<file path="src/rtl/cmdp_pkg.sv">
package cmdp_pkg;
  localparam int WORD_W     = 32;
  localparam int OP_W       = 4;
  localparam int CLASS_W    = 10;
  localparam int OFF_W      = 12;
  localparam int CNT_W      = 16;
  localparam int MASK_W     = 16;
  localparam int SCMASK_W   = 6;
  localparam int GCNT_W     = 14;
  localparam int LOCK_W     = 8;
  localparam int IMM_W      = 16;
  localparam int RESTART_SH = 4;
  localparam int POS_W      = $clog2(MASK_W);

  typedef enum logic [OP_W-1:0] {
    OP_SETCLASS = 4'd0,
    OP_INCR     = 4'd1,
    OP_NONINCR  = 4'd2,
    OP_MASKWR   = 4'd3,
    OP_IMM      = 4'd4,
    OP_RESTART  = 4'd5,
    OP_GATHER   = 4'd6,
    OP_EXTEND   = 4'd14
  } op_e;

  localparam logic [3:0] SUB_ACQ = 4'd0;
  localparam logic [3:0] SUB_REL = 4'd1;

  // how payload words of the current command are consumed
  typedef enum logic [1:0] {
    PM_STEP    = 2'd0,
    PM_HOLD    = 2'd1,
    PM_SCATTER = 2'd2,
    PM_ADDR    = 2'd3
  } pmode_e;

  typedef struct packed {
    logic [CNT_W-1:0]   n_payload;
    pmode_e             mode;
    logic [OFF_W-1:0]   base;
    logic [MASK_W-1:0]  mask;
    logic               class_we;
    logic [CLASS_W-1:0] class_val;
    logic               imm_we;
    logic [IMM_W-1:0]   imm_data;
    logic               restart;
    logic [WORD_W-1:0]  restart_addr;
    logic               acq;
    logic               rel;
    logic               unk;
    logic [LOCK_W-1:0]  lock_idx;
    logic               g_insert;
    logic               g_type;
    logic [GCNT_W-1:0]  g_count;
  } hdr_t;

  function automatic logic [CNT_W-1:0] mask_weight(input logic [MASK_W-1:0] m);
    logic [CNT_W-1:0] n;
    n = '0;
    for (int i = 0; i < MASK_W; i++) n = n + CNT_W'(m[i]);
    return n;
  endfunction

  function automatic logic [OFF_W-1:0] off_add(input logic [OFF_W-1:0] a,
                                               input logic [POS_W-1:0] p);
    return a + OFF_W'(p);
  endfunction
endpackage

</file>
<file path="src/rtl/cmdp_hdr_decode.sv">
module cmdp_hdr_decode
  import cmdp_pkg::*;
(
  input  logic [WORD_W-1:0] word,
  output hdr_t              hdr
);
  logic [OP_W-1:0]  op;
  logic [3:0]       sub;
  logic [OFF_W-1:0] off_f;

  assign op    = word[31:28];
  assign sub   = word[27:24];
  assign off_f = word[27:16];

  always_comb begin
    hdr = '0;
    hdr.mode = PM_STEP;
    case (op)
      OP_SETCLASS: begin
        hdr.class_we  = 1'b1;
        hdr.class_val = word[15:6];
        hdr.mask      = MASK_W'(word[SCMASK_W-1:0]);
        hdr.n_payload = mask_weight(MASK_W'(word[SCMASK_W-1:0]));
        hdr.base      = off_f;
        hdr.mode      = PM_SCATTER;
      end
      OP_INCR: begin
        hdr.base      = off_f;
        hdr.n_payload = word[15:0];
        hdr.mode      = PM_STEP;
      end
      OP_NONINCR: begin
        hdr.base      = off_f;
        hdr.n_payload = word[15:0];
        hdr.mode      = PM_HOLD;
      end
      OP_MASKWR: begin
        hdr.base      = off_f;
        hdr.mask      = word[15:0];
        hdr.n_payload = mask_weight(word[15:0]);
        hdr.mode      = PM_SCATTER;
      end
      OP_IMM: begin
        hdr.base     = off_f;
        hdr.imm_we   = 1'b1;
        hdr.imm_data = word[15:0];
      end
      OP_RESTART: begin
        hdr.restart      = 1'b1;
        hdr.restart_addr = word << RESTART_SH;
      end
      OP_GATHER: begin
        hdr.base      = off_f;
        hdr.g_insert  = word[15];
        hdr.g_type    = word[14];
        hdr.g_count   = word[13:0];
        hdr.n_payload = CNT_W'(1);
        hdr.mode      = PM_ADDR;
      end
      OP_EXTEND: begin
        hdr.lock_idx = word[7:0];
        hdr.acq      = (sub == SUB_ACQ);
        hdr.rel      = (sub == SUB_REL);
        hdr.unk      = (sub != SUB_ACQ) && (sub != SUB_REL);
      end
      default: hdr.n_payload = '0;
    endcase
  end
endmodule

</file>
<file path="src/rtl/cmdp_mask_pick.sv">
module cmdp_mask_pick
  import cmdp_pkg::*;
(
  input  logic [MASK_W-1:0] mask,
  output logic [POS_W-1:0]  pos,
  output logic [MASK_W-1:0] rest
);
  logic [MASK_W-1:0] first;

  // isolate the lowest set bit
  assign first = mask & (~mask + MASK_W'(1));
  assign rest  = mask & ~first;

  always_comb begin
    pos = '0;
    for (int i = 0; i < MASK_W; i++)
      if (first[i]) pos = pos | POS_W'(i);
  end
endmodule

</file>
<file path="src/rtl/cmd_stream_parser.sv">
module cmd_stream_parser
  import cmdp_pkg::*;
(
  input  logic                clk,
  input  logic                rst_n,
  input  logic                in_valid,
  input  logic [WORD_W-1:0]   in_data,
  output logic                in_ready,
  output logic                wr_valid,
  output logic [CLASS_W-1:0]  wr_class,
  output logic [OFF_W-1:0]    wr_offset,
  output logic [WORD_W-1:0]   wr_data,
  output logic                gather_valid,
  output logic [OFF_W-1:0]    gather_offset,
  output logic                gather_insert,
  output logic                gather_type,
  output logic [GCNT_W-1:0]   gather_count,
  output logic [WORD_W-1:0]   gather_addr,
  output logic                restart_valid,
  output logic [WORD_W-1:0]   restart_addr,
  output logic                lock_acq_valid,
  output logic                lock_rel_valid,
  output logic [LOCK_W-1:0]   lock_index,
  output logic                ext_err,
  output logic [CLASS_W-1:0]  cur_class,
  output logic                in_payload
);
  hdr_t               h;
  logic [CNT_W-1:0]   cnt_q;
  pmode_e             mode_q;
  logic [OFF_W-1:0]   off_q;
  logic [MASK_W-1:0]  mask_q;
  logic [CLASS_W-1:0] class_q;
  logic               gins_q, gtyp_q;
  logic [GCNT_W-1:0]  gcnt_q;
  logic [POS_W-1:0]   pick_pos;
  logic [MASK_W-1:0]  mask_rest;
  logic [OFF_W-1:0]   pay_off;

  // named events for the checks
  logic accept, hdr_take, pay_take;

  assign in_ready   = 1'b1;
  assign accept     = in_valid && in_ready;
  assign in_payload = (cnt_q != '0);
  assign hdr_take   = accept && !in_payload;
  assign pay_take   = accept && in_payload;
  assign cur_class  = class_q;

  cmdp_hdr_decode u_dec (.word(in_data), .hdr(h));
  cmdp_mask_pick  u_pick (.mask(mask_q), .pos(pick_pos), .rest(mask_rest));

  always_comb begin
    case (mode_q)
      PM_SCATTER: pay_off = off_add(off_q, pick_pos);
      default:    pay_off = off_q;
    endcase
  end

  // command state
  always_ff @(posedge clk) begin
    if (!rst_n) begin
      cnt_q   <= '0;
      mode_q  <= PM_STEP;
      off_q   <= '0;
      mask_q  <= '0;
      class_q <= '0;
      gins_q  <= 1'b0;
      gtyp_q  <= 1'b0;
      gcnt_q  <= '0;
    end else if (hdr_take) begin
      if (h.class_we) class_q <= h.class_val;
      cnt_q  <= h.n_payload;
      mode_q <= h.mode;
      off_q  <= h.base;
      mask_q <= h.mask;
      gins_q <= h.g_insert;
      gtyp_q <= h.g_type;
      gcnt_q <= h.g_count;
    end else if (pay_take) begin
      cnt_q <= cnt_q - CNT_W'(1);
      if (mode_q == PM_STEP)    off_q  <= off_q + OFF_W'(1);
      if (mode_q == PM_SCATTER) mask_q <= mask_rest;
    end
  end

  // output strobes and their fields
  always_ff @(posedge clk) begin
    if (!rst_n) begin
      wr_valid       <= 1'b0;
      wr_class       <= '0;
      wr_offset      <= '0;
      wr_data        <= '0;
      gather_valid   <= 1'b0;
      gather_offset  <= '0;
      gather_insert  <= 1'b0;
      gather_type    <= 1'b0;
      gather_count   <= '0;
      gather_addr    <= '0;
      restart_valid  <= 1'b0;
      restart_addr   <= '0;
      lock_acq_valid <= 1'b0;
      lock_rel_valid <= 1'b0;
      lock_index     <= '0;
      ext_err        <= 1'b0;
    end else begin
      wr_valid       <= 1'b0;
      gather_valid   <= 1'b0;
      restart_valid  <= 1'b0;
      lock_acq_valid <= 1'b0;
      lock_rel_valid <= 1'b0;
      ext_err        <= 1'b0;
      if (pay_take) begin
        if (mode_q == PM_ADDR) begin
          gather_valid  <= 1'b1;
          gather_offset <= off_q;
          gather_insert <= gins_q;
          gather_type   <= gtyp_q;
          gather_count  <= gcnt_q;
          gather_addr   <= in_data;
        end else begin
          wr_valid  <= 1'b1;
          wr_class  <= class_q;
          wr_offset <= pay_off;
          wr_data   <= in_data;
        end
      end else if (hdr_take) begin
        if (h.imm_we) begin
          wr_valid  <= 1'b1;
          wr_class  <= class_q;
          wr_offset <= h.base;
          wr_data   <= WORD_W'(h.imm_data);
        end
        if (h.restart) begin
          restart_valid <= 1'b1;
          restart_addr  <= h.restart_addr;
        end
        if (h.acq || h.rel) lock_index <= h.lock_idx;
        lock_acq_valid <= h.acq;
        lock_rel_valid <= h.rel;
        ext_err        <= h.unk;
      end
    end
  end


  one_strobe_chk: assert property (@(posedge clk) disable iff (!rst_n)
    $onehot0({wr_valid, gather_valid, restart_valid, lock_acq_valid, lock_rel_valid, ext_err}));


  idle_quiet_chk: assert property (@(posedge clk) disable iff (!rst_n)
    !accept |=> !(wr_valid || gather_valid || restart_valid || lock_acq_valid || lock_rel_valid || ext_err));


  pay_count_chk: assert property (@(posedge clk) disable iff (!rst_n)
    pay_take |=> (cnt_q == $past(cnt_q) - CNT_W'(1)));


  mask_left_chk: assert property (@(posedge clk) disable iff (!rst_n)
    (in_payload && mode_q == PM_SCATTER) |-> ($countones(mask_q) == 32'(cnt_q)));


  restart_align_chk: assert property (@(posedge clk) disable iff (!rst_n)
    restart_valid |-> (restart_addr[RESTART_SH-1:0] == '0));


  ext_err_src_chk: assert property (@(posedge clk) disable iff (!rst_n)
    $rose(ext_err) |-> ($past(hdr_take) && $past(in_data[31:28]) == OP_EXTEND));


  gather_src_chk: assert property (@(posedge clk) disable iff (!rst_n)
    gather_valid |-> ($past(pay_take) && $past(mode_q) == PM_ADDR));
endmodule

</file>
<file path="config.mk">
export PLATFORM = sky130hd
export DESIGN_NAME = cmd_stream_parser
export DESIGN_NICKNAME = d
export VERILOG_FILES = /design/src/rtl/cmdp_pkg.sv /design/src/rtl/cmdp_hdr_decode.sv /design/src/rtl/cmdp_mask_pick.sv /design/src/rtl/cmd_stream_parser.sv
export SDC_FILE = /design/constraint.sdc
export NUM_CORES = 1
export LEC_CHECK = 0
export ABC_AREA = 1
export BUFFER_PORTS_ARGS = -buffer_cell sky130_fd_sc_hd__buf_2
export CORE_MARGIN = 5
export CORE_UTILIZATION = 45
export DETAILED_ROUTE_END_ITERATION = 12
export PLACE_DENSITY = 0.67
export RECOVER_POWER = 25
export SLEW_MARGIN = 5
export SYNTH_ARGS = -nofsm -noshare
export SYNTH_HDL_FRONTEND = slang
export SYNTH_SLANG_ARGS = --single-unit
</file>
<file path="constraint.sdc">
create_clock -name clk -period 6.3 [get_ports clk]
set_input_delay 0 -clock clk [delete_from_list [all_inputs] [get_ports clk]]
set_output_delay 0 -clock clk [all_outputs]
set_load 0.01 [all_outputs]
</file>
Yosys cells after proc, flatten, opt, wreduce, memory -nomap -nowiden --
Index checks and enable logic that the tools add are counted. Widths: inputs -> output; s select.
Cells by class: add/subtract/negate cells 19, bitwise gates (word level) 8, equal/unequal tests 12, multiplexer cells 51, reduce and logical (&&, ||, !) cells 27
Operators by type and width (count):
- $add 16x1->16 | 14
- $mux 32 | 4
- $mux 12 | 9
- $mux 16 | 6
- $pmux 16 s4 | 1
- $mux 10 | 4
- $mux 33 | 1
- $and 16x16->16 | 2
- $mux 4 | 8
- $not 16->16 | 2
- $pmux 16 s2 | 1
- $mux 11 | 2
- $mux 17 | 1
- $add 16x1->16 const B | 1
- $reduce_bool 16->1 | 1
- $sub 16x1->16 const B | 1
- $add 12x1->12 const B | 1
- $add 12x4->12 | 1
- $eq 4x3->1 const B | 3
- $mux 3 | 4
- $reduce_and 2->1 | 5
- $reduce_and 3->1 | 3
- $eq 4x1->1 const B | 2
- $eq 4x2->1 const B | 2
- other kinds (20) | 38
Word-level totals: register bits after elaboration 232, word-level logic and storage cells 141

Longest topological paths before layout --
word-level depth 22, depth in mapped cells 20, mapped depth without buffers 20

Modules after synthesis --
From an unflattened synthesis, not the netlist that was laid out.
Second synthesis, totals: cell total of the unflattened synthesis 1781, area total of the unflattened synthesis 11838.9 sq um
By module, submodules not included:
- cmd_stream_parser | area each 10023.4 sq um, instances 1, sequential area each 4644.5 sq um, cells an instance 1427
- cmdp_hdr_decode | area each 1332.5 sq um, instances 1, sequential area each 0.0 sq um, cells an instance 255
- cmdp_mask_pick | area each 483.0 sq um, instances 1, sequential area each 0.0 sq um, cells an instance 99

Worst setup path after synthesis --
OpenSTA, ideal clock, no wires.
path kind input -> register, from input port in_data[0], to register cnt_q[2], data required time 6.178 ns, arrival 3.357 ns, stages on the path 12, slack 2.821 ns, setup time 0.122 ns, cell sequence ha_1 -> inv_1 -> fa_1 -> fa_1 -> fa_1 -> fa_1 -> fa_1 -> fa_1 -> nor2_1 -> nor3b_1 -> o21ai_0 -> a21oi_1
On the way: longest elaborated chain between the ends 17
RTL lines:
- start, declared | RTL line cmd_stream_parser.sv:7 | input logic [WORD_W-1:0] in_data,
- $add 1x1->2 (*) | RTL line cmdp_pkg.sv:60 | for (int i = 0; i < MASK_W; i++) n = n + CNT_W'(m[i]);
- $add 16x1->16 (*) (4 in a row) | RTL line cmdp_pkg.sv:60
- $add 16x1->16 (10 in a row) | RTL line cmdp_pkg.sv:60
- $pmux 16 s4 (*) | RTL line cmdp_hdr_decode.sv:18 | case (op)
- $mux 16 (*) | RTL line cmd_stream_parser.sv:71 | end else if (hdr_take) begin
- end signal, assigned | RTL line cmd_stream_parser.sv:73 | cnt_q <= h.n_payload;
- end signal, assigned | RTL line cmd_stream_parser.sv:81 | cnt_q <= cnt_q - CNT_W'(1);
- end, declared | RTL line cmd_stream_parser.sv:29 | logic [CNT_W-1:0] cnt_q;
Every way passes the cells marked *; elsewhere a longest branch is shown, timed or not. A chain may end at the register's enable or synchronous reset.

Worst setup path in the final report --
from input port in_data[0], to register cnt_q[4]
The elaborated chain is that of the path after synthesis.

==> impl_metrics.py <==
metrics = {
    "worst_setup_path": {
        "crit_required_ns": 6.74,
        "end_kind": "register",
        "critical_path_class": "in2reg",
        "slowest_stage": "fa_1",
        "crit_chain": "dlygate4sd3_1, buf_2, ha_1, inv_1, fa_1, fa_1, fa_1, fa_1, fa_1, fa_1, nor2_1, o211ai_1, o21ai_0, nand2_1, a21oi_1",
        "path_buf_inv": 3,
        "critPathMaxFanout": 8,
        "critical-path-max-stage-delay_ns": 0.54,
        "crit_arrival_ns": 4.41,
        "critPathTopFamily": "adder cells",
        "critPathLaunchType": "input pin",
        "cp_common_cell": "fa_1",
    },
    "synthesis": {
        "yosys_warnings": 0,
        "synth_fa_ha_area_frac": 0.03390,
        "synth_cell_type_count": 45,
        "avgSynthCellArea_um2": 7.475,
        "synth-xor-area-share": 0.01494,
        "syn-cell-area_um2": 10560,
        "synth_top_area_share": 0.4324,
        "yosysTopAreaCell": "dfxtp_1",
        "synth_mux_area_frac": 0,
        "synth_top_family_by_area": "simple AND/OR/NAND/NOR gates",
        "yosys-top-cells-area": "dfxtp_1 (43%), nand2_1 (9.9%), o21ai_0 (7.8%), a21oi_1 (6.0%), inv_1 (5.1%)",
        "synth_compound_gate_area_share": 0.1816,
        "synth.most_common_cell": "nand2_1",
        "synth_edf_count": 0,
        "synth_flop_cell": "dfxtp_1",
        "synth-simple-area-share": 0.2422,
        "syn_inst": 1412,
        "ys_seq_area_frac": 0.4324,
        "synth-seq-cells": 228,
        "synthArstFlopShare": 0,
        "synth.top_cells.by_count": "nand2_1 (277), dfxtp_1 (228), o21ai_0 (165)",
    },
    "sta": {
        "timing.fmax_mhz": 251.8,
        "period_share": 0.6305,
        "hold_viol_final": 0,
        "worst_pin_slew_ns": 1.099,
        "clock_skew_ns": 0.01452,
        "drv_slew": 0,
        "setup_ws_ns": 2.328,
        "hold_ws_ns": 0.07604,
        "setup_viol": 0,
        "rsz0062_at_grt": "false",
        "fin_setup_tns_ns": 0,
        "finalCriticalPeriod_ns": 3.972,
        "relSlewSlack": 0.2665,
    },
    "route": {
        "drtIter0Drc": 707,
        "drc": 0,
        "routed_wl_um": 32970,
        "antenna_left": 0,
        "drt_first_pass_iters": 5,
        "post_drt_wl_per_cell_um": 16.98,
        "num_vias": 10150,
        "avgViaCountPerCell": 5.228,
    },
    "clocking": {
        "clk_latency_ns": 0.51,
        "cts.sinks": 228,
        "htreeDepth": 1,
        "clockBufferDepth": 3,
        "numCtsBuffers": 25,
        "root_buffer": "clkbuf_16",
        "cts_resized": 0,
        "clk_pin_slew_ns": 0.06,
        "cts_tree": "done",
    },
    "final_layout": {
        "diodes": 0,
        "fill_cells": 2407,
        "area_delta_synth_final_pct": 18.98,
        "nNetsFinal": 1663,
        "layout-drive-gt1-share": 0.1294,
    },
    "worst_hold_path": {
        "hold_class": "in2reg",
    },
    "run_status": {
        "status": "completed",
    },
    "placement": {
        "dp_hpwl_um": 22820,
        "gp_congestion": 0.9091,
        "port_buffers": 201,
        "dp_worst_setup_slack_ns": 2.348,
    },
    "power": {
        "p_per_area_nw_per_um2": 270.6,
        "p_leak_nw": 5.499,
        "vdd_drop_max_mv": 0.2144,
    },
    "run": {
        "max-cap-violations": 0,
    },
    "global_routing": {
        "grt_use_total": 0.2404,
        "overflow": 0,
        "grt_pass1_vias": 9452,
        "grt_antenna_before_repair": 0,
        "grt_pass1_wl_um": 51750,
        "grt_max_degree": 90,
    },
    "floorplan": {
        "die_w_um": 163.2,
        "die_area_um2": 26620,
        "start_util": 0.4537,
        "die_y_um": 163.2,
        "core-area_um2": 23260,
        "io_pins": 207,
        "num_rows": 56,
    },
}
## sequential cells by signal, indices dropped and copies added (netlist names), 2 cells and up
name / flops
wr_data: 32
gcnt_q: 14
restart_addr: 28
cnt_q: 16
gather_addr: 32
cur_class: 10
gather_offset: 12
lock_index: 8
off_q: 12
wr_offset: 12
wr_class: 10
mode_q: 2
gather_count: 14
mask_q: 16
## cells by family (layout without fill, tap and decap cells)
kind of cell,after synthesis,count (layout)
xor+xnor,18,18
simple gates,567,567
other cells,2,5
fa+ha+maj,22,22
flops,228,228
compound gates,354,354
buf+inv,221,429
## worst min-delay path: stages
cell	delay [ns]
buf_4	0.32
o21ai_0	0.16
a21oi_1	0.05
## path summary, 6_finish.rpt
path	slack [ns]	start	cells after the start	endpoint
worst max-delay path	2.33	in_data[0]	15	cnt_q[4]$_SDFFE_PN0P_
worst min-delay path	0.08	rst_n	3	cur_class[5]$_SDFFE_PN0P_
worst min register to register	0.44	restart_addr[31]$_SDFFE_PN0P_	2	restart_addr[31]$_SDFFE_PN0P_
worst max register to register	3.35	cnt_q[0]$_SDFFE_PN0P_	11	gather_addr[18]$_SDFFE_PN0P_
## stage by stage
stage	cells	power, W	cell area, um^2	utilization
after global routing	1942	0.003544	12560	0.5399
after global placement	1866	0.001976	11560	0.4970
after CTS	1942	0.003426	12680	0.5451
after detailed placement	1866	0.001986	11560	0.4970
final	1942	0.003399	12560	0.5399
after floorplan	1415	0.001857	10570	-
## metal layers
| layer | part of all wire | GRT usage |
|---|---|---|
| met5 | 0 | 0 |
| met4 | 0.032 | 0.07320 |
| met3 | 0.070 | 0.04113 |
| met2 | 0.47 | 0.4083 |
| met1 | 0.43 | 0.3141 |
## cell usage in the layout (no fill, tap or decap), drive strengths merged, types with 14 or more instances in the layout
cell type      n
clkbuf       135
nor3          18
buf          106
a21oi        130
inv          149
nor2         153
dlygate4sd3   32
xor2          14
dfxtp        228
nand3         94
nand2        286
o21ai        208
## power by group
part | internal [W] | leakage [nW] | switching (W) | total, W
Combinational | 0.000156 | 3.26 | 0.000297 | 0.000453
Sequential | 0.00148 | 1.85 | 0.0000325 | 0.00151
Clock | 0.000841 | 0.389 | 0.000591 | 0.00143
## area by class of cell
| class | count | area, um^2 | share of cell area |
|---|---|---|---|
| multi-input combinational | 966 | 5007 | 0.3987 |
| sequential | 228 | 4564 | 0.3635 |
| timing repair buffer | 236 | 1229 | 0.09784 |
| clock buffer | 37 | 730.7 | 0.05818 |
| inverter | 149 | 559.3 | 0.04454 |
| tap | 319 | 399.1 | 0.03178 |
| clock inverter | 7 | 68.82 | 0.005480 |
## timing repair
action	in CTS	in global routing
hold buffers	32	0
buffers inserted	0	0
hold endpoints to repair	151	0
(Power assumes the default switching activity.)
